### config.mk
export PLATFORM = sky130hd
export DESIGN_NAME = reorder_retire
export DESIGN_NICKNAME = d
export VERILOG_FILES = /design/src/rtl/retire_pkg.sv /design/src/rtl/rob_ptrs.sv /design/src/rtl/rob_entries.sv /design/src/rtl/rob_rename_map.sv /design/src/rtl/rob_lookup.sv /design/src/rtl/reorder_retire.sv
export SDC_FILE = /design/constraint.sdc
export NUM_CORES = 1
export LEC_CHECK = 0
export BUFFER_PORTS_ARGS = -buffer_cell sky130_fd_sc_hd__buf_2
export CAP_MARGIN = 20
export CORE_ASPECT_RATIO = 0.9
export CORE_UTILIZATION = 60
export DETAILED_ROUTE_END_ITERATION = 7
export GPL_ROUTABILITY_DRIVEN = 0
export GPL_TIMING_DRIVEN = 1
export PLACE_DENSITY_LB_ADDON = 0.12
export REMOVE_ABC_BUFFERS = 1
export SLEW_MARGIN = 20
export SYNTH_ARGS = -nofsm -noshare
export SYNTH_HDL_FRONTEND = slang
export SYNTH_SLANG_ARGS = --single-unit
export TNS_END_PERCENT = 50
### constraint.sdc
create_clock -name clk -period 5 [get_ports clk]
set_input_delay 1 -clock clk [delete_from_list [all_inputs] [get_ports clk]]
set_output_delay 1 -clock clk [all_outputs]
set_load 0.01 [all_outputs]
### src/rtl/retire_pkg.sv
package retire_pkg;
  typedef enum logic [1:0] {
    KIND_REG    = 2'd0,
    KIND_STORE  = 2'd1,
    KIND_BRANCH = 2'd2
  } kind_e;
endpackage

### src/rtl/rob_ptrs.sv
module rob_ptrs #(
  parameter int DEPTH = 8,
  localparam int IDX_W = $clog2(DEPTH),
  localparam int CNT_W = $clog2(DEPTH + 1)
) (
  input  logic             clk,
  input  logic             rst_n,
  input  logic             flush,
  input  logic             push,
  input  logic             pop,
  output logic [IDX_W-1:0] head,
  output logic [IDX_W-1:0] tail,
  output logic [CNT_W-1:0] count,
  output logic             full
);
  logic [IDX_W-1:0] head_q, tail_q;
  logic [CNT_W-1:0] count_q;

  function automatic logic [IDX_W-1:0] wrap_inc(input logic [IDX_W-1:0] p);
    return (p == IDX_W'(DEPTH - 1)) ? '0 : p + 1'b1;
  endfunction

  always_ff @(posedge clk) begin
    if (!rst_n || flush) begin
      head_q  <= '0;
      tail_q  <= '0;
      count_q <= '0;
    end else begin
      if (push) tail_q <= wrap_inc(tail_q);
      if (pop)  head_q <= wrap_inc(head_q);
      count_q <= count_q + CNT_W'(push) - CNT_W'(pop);
    end
  end

  assign head  = head_q;
  assign tail  = tail_q;
  assign count = count_q;
  assign full  = (count_q == CNT_W'(DEPTH));

  // never accept an allocation into a full buffer
  a_r3_no_overflow: assert property (@(posedge clk) disable iff (!rst_n)
    push |-> (count_q < CNT_W'(DEPTH)));

  // any flush leaves pointers at zero next cycle
  a_r10_flush_resets_ptrs: assert property (@(posedge clk) disable iff (!rst_n)
    flush |=> (count_q == '0 && head_q == '0 && tail_q == '0));
endmodule

### src/rtl/rob_entries.sv
module rob_entries #(
  parameter int DEPTH  = 8,
  parameter int DATA_W = 32,
  parameter int REG_W  = 4,
  localparam int IDX_W = $clog2(DEPTH)
) (
  input  logic              clk,
  input  logic              rst_n,
  input  logic              flush,
  input  logic              alloc_en,
  input  logic [IDX_W-1:0]  alloc_idx,
  input  logic [1:0]        alloc_kind,
  input  logic [REG_W-1:0]  alloc_dest,
  input  logic              wb_en,
  input  logic [IDX_W-1:0]  wb_idx,
  input  logic [DATA_W-1:0] wb_value,
  input  logic              wb_misp,
  input  logic              free_en,
  input  logic [IDX_W-1:0]  free_idx,
  output logic [DEPTH-1:0]  valid_vec,
  output logic [DEPTH-1:0]  done_vec,
  output logic [DEPTH-1:0]  misp_vec,
  output logic [1:0]        kind_arr  [DEPTH],
  output logic [REG_W-1:0]  dest_arr  [DEPTH],
  output logic [DATA_W-1:0] value_arr [DEPTH]
);
  for (genvar i = 0; i < DEPTH; i++) begin : g_slot
    logic hit_alloc, hit_wb, hit_free;
    assign hit_alloc = alloc_en && (alloc_idx == IDX_W'(i));
    assign hit_wb    = wb_en && (wb_idx == IDX_W'(i)) && valid_vec[i] && !hit_alloc;
    assign hit_free  = free_en && (free_idx == IDX_W'(i));

    always_ff @(posedge clk) begin
      if (!rst_n) begin
        valid_vec[i] <= 1'b0;
        done_vec[i]  <= 1'b0;
        misp_vec[i]  <= 1'b0;
        kind_arr[i]  <= '0;
        dest_arr[i]  <= '0;
        value_arr[i] <= '0;
      end else if (flush) begin
        valid_vec[i] <= 1'b0;
        done_vec[i]  <= 1'b0;
      end else begin
        if (hit_alloc) begin
          valid_vec[i] <= 1'b1;
          done_vec[i]  <= 1'b0;
          misp_vec[i]  <= 1'b0;
          kind_arr[i]  <= alloc_kind;
          dest_arr[i]  <= alloc_dest;
        end else if (hit_free) begin
          valid_vec[i] <= 1'b0;
          done_vec[i]  <= 1'b0;
        end
        if (hit_wb) begin
          done_vec[i]  <= 1'b1;
          value_arr[i] <= wb_value;
          misp_vec[i]  <= wb_misp;
        end
      end
    end
  end

  // a result aimed at a free slot never marks it complete
  a_r4_drop_stale_wb: assert property (@(posedge clk) disable iff (!rst_n)
    (wb_en && !valid_vec[wb_idx] && !flush && !(alloc_en && alloc_idx == wb_idx))
      |=> !done_vec[$past(wb_idx)]);
endmodule

### src/rtl/rob_rename_map.sv
module rob_rename_map #(
  parameter int ARCH_REGS = 16,
  parameter int IDX_W     = 3,
  localparam int REG_W    = $clog2(ARCH_REGS)
) (
  input  logic                 clk,
  input  logic                 rst_n,
  input  logic                 flush,
  input  logic                 set_en,
  input  logic [REG_W-1:0]     set_reg,
  input  logic [IDX_W-1:0]     set_tag,
  input  logic                 clr_en,
  input  logic [REG_W-1:0]     clr_reg,
  input  logic [IDX_W-1:0]     clr_tag,
  output logic [ARCH_REGS-1:0] busy_vec,
  output logic [IDX_W-1:0]     tag_arr [ARCH_REGS]
);
  for (genvar r = 0; r < ARCH_REGS; r++) begin : g_reg
    always_ff @(posedge clk) begin
      if (!rst_n || flush) begin
        busy_vec[r] <= 1'b0;
        tag_arr[r]  <= '0;
      end else if (set_en && set_reg == REG_W'(r)) begin
        busy_vec[r] <= 1'b1;
        tag_arr[r]  <= set_tag;
      end else if (clr_en && clr_reg == REG_W'(r) && busy_vec[r] && tag_arr[r] == clr_tag) begin
        busy_vec[r] <= 1'b0;
      end
    end
  end

  // a release naming an older slot keeps the newer mapping
  a_r8_keep_newer_map: assert property (@(posedge clk) disable iff (!rst_n)
    (clr_en && !set_en && !flush && busy_vec[clr_reg] && tag_arr[clr_reg] != clr_tag)
      |=> busy_vec[$past(clr_reg)]);

  // every flush empties the mapping table
  a_r10_map_cleared: assert property (@(posedge clk) disable iff (!rst_n)
    flush |=> (busy_vec == '0));
endmodule

### src/rtl/rob_lookup.sv
module rob_lookup #(
  parameter int ARCH_REGS = 16,
  parameter int DEPTH     = 8,
  parameter int DATA_W    = 32,
  localparam int IDX_W    = $clog2(DEPTH),
  localparam int REG_W    = $clog2(ARCH_REGS)
) (
  input  logic [REG_W-1:0]     q_reg,
  input  logic [ARCH_REGS-1:0] map_busy,
  input  logic [IDX_W-1:0]     map_tag [ARCH_REGS],
  input  logic [DEPTH-1:0]     done_vec,
  input  logic [DATA_W-1:0]    value_arr [DEPTH],
  output logic                 busy,
  output logic [IDX_W-1:0]     tag,
  output logic                 ready,
  output logic [DATA_W-1:0]    value
);
  always_comb begin
    busy  = map_busy[q_reg];
    tag   = map_tag[q_reg];
    ready = busy && done_vec[tag];
    value = ready ? value_arr[tag] : '0;
  end
endmodule

### src/rtl/reorder_retire.sv
module reorder_retire
  import retire_pkg::*;
#(
  parameter int DEPTH      = 8,
  parameter int DATA_W     = 32,
  parameter int ARCH_REGS  = 16,
  parameter int NUM_LOOKUP = 2,
  localparam int IDX_W     = $clog2(DEPTH),
  localparam int REG_W     = $clog2(ARCH_REGS),
  localparam int CNT_W     = $clog2(DEPTH + 1)
) (
  input  logic                         clk,
  input  logic                         rst_n,
  input  logic                         flush_in,
  input  logic                         alloc_valid,
  output logic                         alloc_ready,
  input  logic [1:0]                   alloc_kind,
  input  logic [REG_W-1:0]             alloc_dest,
  output logic [IDX_W-1:0]             alloc_tag,
  input  logic                         wb_valid,
  input  logic [IDX_W-1:0]             wb_tag,
  input  logic [DATA_W-1:0]            wb_value,
  input  logic                         wb_mispredict,
  input  logic [NUM_LOOKUP*REG_W-1:0]  look_reg,
  output logic [NUM_LOOKUP-1:0]        look_busy,
  output logic [NUM_LOOKUP*IDX_W-1:0]  look_tag,
  output logic [NUM_LOOKUP-1:0]        look_ready,
  output logic [NUM_LOOKUP*DATA_W-1:0] look_value,
  output logic                         cm_valid,
  input  logic                         cm_ready,
  output logic [IDX_W-1:0]             cm_tag,
  output logic [1:0]                   cm_kind,
  output logic [REG_W-1:0]             cm_dest,
  output logic [DATA_W-1:0]            cm_value,
  output logic                         cm_mispredict
);
  logic [IDX_W-1:0]     head, tail;
  logic [CNT_W-1:0]     count;
  logic                 full;
  logic [DEPTH-1:0]     valid_vec, done_vec, misp_vec;
  logic [1:0]           kind_arr  [DEPTH];
  logic [REG_W-1:0]     dest_arr  [DEPTH];
  logic [DATA_W-1:0]    value_arr [DEPTH];
  logic [ARCH_REGS-1:0] map_busy;
  logic [IDX_W-1:0]     map_tag [ARCH_REGS];

  logic head_live, head_branch, head_misp_done;
  logic alloc_fire, cm_fire, flush_all;

  always_comb begin
    head_live      = valid_vec[head] && done_vec[head];
    head_branch    = (kind_e'(kind_arr[head]) == KIND_BRANCH);
    head_misp_done = head_live && head_branch && misp_vec[head];
    alloc_ready    = !full && !flush_in && !head_misp_done;
    alloc_fire     = alloc_valid && alloc_ready;
    cm_valid       = !flush_in && head_live;
    cm_fire        = cm_valid && cm_ready;
    flush_all      = flush_in || (cm_fire && head_misp_done);
  end

  assign alloc_tag     = tail;
  assign cm_tag        = head;
  assign cm_kind       = kind_arr[head];
  assign cm_dest       = dest_arr[head];
  assign cm_value      = value_arr[head];
  assign cm_mispredict = head_branch && misp_vec[head];

  rob_ptrs #(.DEPTH(DEPTH)) u_ptrs (
    .clk   (clk),
    .rst_n (rst_n),
    .flush (flush_all),
    .push  (alloc_fire),
    .pop   (cm_fire),
    .head  (head),
    .tail  (tail),
    .count (count),
    .full  (full)
  );

  rob_entries #(.DEPTH(DEPTH), .DATA_W(DATA_W), .REG_W(REG_W)) u_entries (
    .clk        (clk),
    .rst_n      (rst_n),
    .flush      (flush_all),
    .alloc_en   (alloc_fire),
    .alloc_idx  (tail),
    .alloc_kind (alloc_kind),
    .alloc_dest (alloc_dest),
    .wb_en      (wb_valid),
    .wb_idx     (wb_tag),
    .wb_value   (wb_value),
    .wb_misp    (wb_mispredict),
    .free_en    (cm_fire),
    .free_idx   (head),
    .valid_vec  (valid_vec),
    .done_vec   (done_vec),
    .misp_vec   (misp_vec),
    .kind_arr   (kind_arr),
    .dest_arr   (dest_arr),
    .value_arr  (value_arr)
  );

  rob_rename_map #(.ARCH_REGS(ARCH_REGS), .IDX_W(IDX_W)) u_map (
    .clk      (clk),
    .rst_n    (rst_n),
    .flush    (flush_all),
    .set_en   (alloc_fire && kind_e'(alloc_kind) == KIND_REG),
    .set_reg  (alloc_dest),
    .set_tag  (tail),
    .clr_en   (cm_fire && kind_e'(kind_arr[head]) == KIND_REG),
    .clr_reg  (dest_arr[head]),
    .clr_tag  (head),
    .busy_vec (map_busy),
    .tag_arr  (map_tag)
  );

  for (genvar p = 0; p < NUM_LOOKUP; p++) begin : g_look
    rob_lookup #(.ARCH_REGS(ARCH_REGS), .DEPTH(DEPTH), .DATA_W(DATA_W)) u_look (
      .q_reg     (look_reg[p*REG_W +: REG_W]),
      .map_busy  (map_busy),
      .map_tag   (map_tag),
      .done_vec  (done_vec),
      .value_arr (value_arr),
      .busy      (look_busy[p]),
      .tag       (look_tag[p*IDX_W +: IDX_W]),
      .ready     (look_ready[p]),
      .value     (look_value[p*DATA_W +: DATA_W])
    );
  end

  // occupancy counter matches the live slots
  a_r6_occupancy: assert property (@(posedge clk) disable iff (!rst_n)
    $countones(valid_vec) == int'(count));

  // back-pressured commit holds its payload
  a_r7_hold_payload: assert property (@(posedge clk) disable iff (!rst_n)
    (cm_valid && !cm_ready && !flush_in && !(wb_valid && wb_tag == head))
      |=> (cm_valid && $stable(cm_tag) && $stable(cm_value) && $stable(cm_dest)));

  // retiring a mispredicted branch empties the buffer
  a_r11_misp_empties: assert property (@(posedge clk) disable iff (!rst_n)
    (cm_fire && cm_mispredict) |=> (count == '0 && map_busy == '0));
endmodule

==> out/results.ini <==
[worst_setup_path]
critPathBufInv=4
crit_arrival_ns=3.80
cp_common_cell=buf_2
crit_family=buffers and inverters
startpoint_type=input port
crit_fanout=128
worst-endpoint-required_ns=4.00
crit_chain=buf_2, buf_4, mux4_2, mux2i_1, mux2_4, buf_12, a21oi_1, a22oi_1, and4_1, buf_2
end_kind=primary output
critPathSlowestCell=mux4_2
critPathMaxStageDelay_ns=0.49
critPathKind=in -> out

[worst_hold_path]
hold_class=reg -> reg

[pwr]
cellLeakagePower_nw=9.41
ir_drop_mv=0.240
p_per_area_nw_per_um2=263

[sta]
maxSlewHeadroom_pct=26.3
finalSetupViolations=0
rsz0062_at_grt=false
finalMaxSlewViolations=0
hold_viol_final=0
min_period_ns=4.80
finalSetupTns_ns=0
max_freq_ghz=0.208
clock_skew_ns=0.0259
finalCritPeriodShare_pct=96.0
worst_pin_slew_ns=1.10

[synthesis]
syn_area_um2=23100
synth_top_area_share_pct=34.9
synth-async-reset-ratio_pct=0
ys.flop_type=dfxtp_1
syn_inst=2839
synthMostInstantiatedCell=nand2_1
yosysSeqAreaShare_pct=34.9
synth_cell_types=61
ys_warn_count=0
yosysTopAreaCell=dfxtp_1
yosys-top-cells-area=dfxtp_1, nand2_1, mux4_2, nand3_1, mux2i_1
synth_area_per_cell_um2=8.13
ys_top_cells_by_count=nand2_1, nand3_1, dfxtp_1
ys_ff_latch=402
synth-edff-count=0

[global_routing]
grt_pass1_wl_mm=117
grt_usage_pct=37.6
antenna_found_initial=4
grt_max_degree=130
gr-total-overflow=0
grt_pass1_vias=20900

[die]
core_area_um2=37600
die_w_um=209
dieArea_um2=39200
pin_count=177
num_rows=67
start_util_pct=61.4
die-height_um=188

[drt]
drt_pass1_iterations=6
via_per_inst=6.61
detail-route-antenna-nets=0
via_count=22300
drc=0
drt_iter0_drc=3203
wl_per_cell_um=22.3
wirelength_mm=75.3

[outcome]
status=completed

[layout]
fillers=3052
nNetsFinal=2934
drive_gt1_share_pct=17.7
syn_to_final_growth_pct=10.8
multi_input_comb_area_um2=13900
regArea_um2=8060
final_area_um2=25600
final_cells=3378
final_util_pct=68.0

[clock_tree]
root_buffer=clkbuf_16
numCtsBuffers=43
postCtsSetupBuffers=0
clkLatencyLatePin_ns=0.59
cts_tree=done
h-tree-depth=2
clk_path_buf_depth=3
clk_pin_slew_ns=0.06
cts_sinks=402

[place]
place_area_um2=24100
place.port_buffers=176
place_inst=3298
dpl.hpwl_mm=44.1

[flow_run]
maxCapViolations=0

[logic make-up (layout without fill, tap and decap cells)]
kind of cell / after synthesis / count (layout) / share of synthesized area [%]
simple gates: 1430 / 1430 / 28.9
mux: 261 / 261 / 17.5
buf+inv: 275 / 327 / 5.41
compound gates: 403 / 403 / 10.4
other cells: 0 / 4 / 0
fa+ha+maj: 18 / 18 / 1.01
xor+xnor: 50 / 50 / 1.90
flops: 402 / 402 / 34.9
[cells in the final DEF (no fill, tap or decap), types with 8 or more instances in the layout]
cell / instances
a21boi_0: 14
a21oi_1: 95
a22oi_1: 34
and4_1: 32
buf_12: 17
buf_2: 175
buf_4: 37
clkbuf_1: 9
clkbuf_16: 44
clkbuf_8: 8
clkinv_2: 8
dfxtp_1: 399
ha_1: 17
inv_1: 18
mux2i_1: 143
mux4_2: 113
nand2_1: 709
nand3_1: 445
nand3_2: 31
nand4_1: 40
nor2_1: 77
nor2b_1: 40
nor3b_1: 8
o21ai_0: 175
o21ai_1: 23
o21ai_2: 32
xnor2_1: 24
xor2_1: 26
[layout make-up]
type | instances | area share [%]
clock inverter | 15 | 0.671
tap | 483 | 2.37
sequential | 402 | 31.5
inverter | 21 | 0.328
multi-input combinational | 2162 | 54.3
clock buffer | 61 | 4.87
antenna | 4 | 0.0392
timing repair buffer | 230 | 5.91
[registers in the layout, summed over array words and instances, names as in the netlist]
register             count
u_entries.value_arr    256
u_map.tag_arr           48
u_entries.dest_arr      32
u_entries.kind_arr      16
u_map.busy_vec          16
u_entries.done_vec       8
u_entries.misp_vec       8
u_entries.valid_vec      8
u_ptrs.count             4
u_ptrs.head              3
u_ptrs.tail              3
[where the power goes]
group          internal, W  leakage, nW  switching [W]
Sequential         0.00321         3.24     0.00000452
Combinational    0.0000722         5.47       0.000180
Clock              0.00189        0.700        0.00136
Total              0.00517         9.41        0.00155
[path summary, 6_finish.rpt]
kind / start / slack (ns) / cells after the start / end
worst max-delay path: look_reg[4] / 0.20 / 10 / look_value[50]
worst min-delay path: u_entries.dest_arr[0] / 0.46 / 2 / u_entries.dest_arr[0]
worst max register to register: u_ptrs.head[0] / 0.76 / 10 / u_ptrs.count[1]
worst min register to register: u_entries.dest_arr[0] / 0.46 / 2 / u_entries.dest_arr[0]
[worst min-delay path, stage by stage, from the launching register on]
cell and delay [ns]:
dfxtp_1 0.31, nand2_1 0.05, a21boi_0 0.06
[repair_timing]
action	in CTS	in global routing
endpoints found under the setup margin	7	0
hold buffers	0	0
gates resized for setup	1	0
[routing by layer]
| layer | part of all wire [%] | GRT usage [%] | vias to the layer above |
|---|---|---|---|
| met3 | 13 | 10.2 | 271 |
| met5 | 0 | 0 | - |
| li1 | - | - | 10000 |
| met2 | 43 | 55.9 | 1511 |
| met4 | 4.2 | 15.8 | 0 |
| met1 | 40 | 51.6 | 10500 |
[metrics by stage]
stage	worst slack, ns	hold slack (ns)	power [W]
global route	0.0898	0.476	0.00689
finish	0.198	0.462	0.00672
global placement	-0.000343	0.436	0.00352
floorplan	-3.65	0.428	0.00338
detailed placement	-0.0101	0.452	0.00352
CTS	0.296	0.460	0.00673
Power figures use the tool's default switching activity.
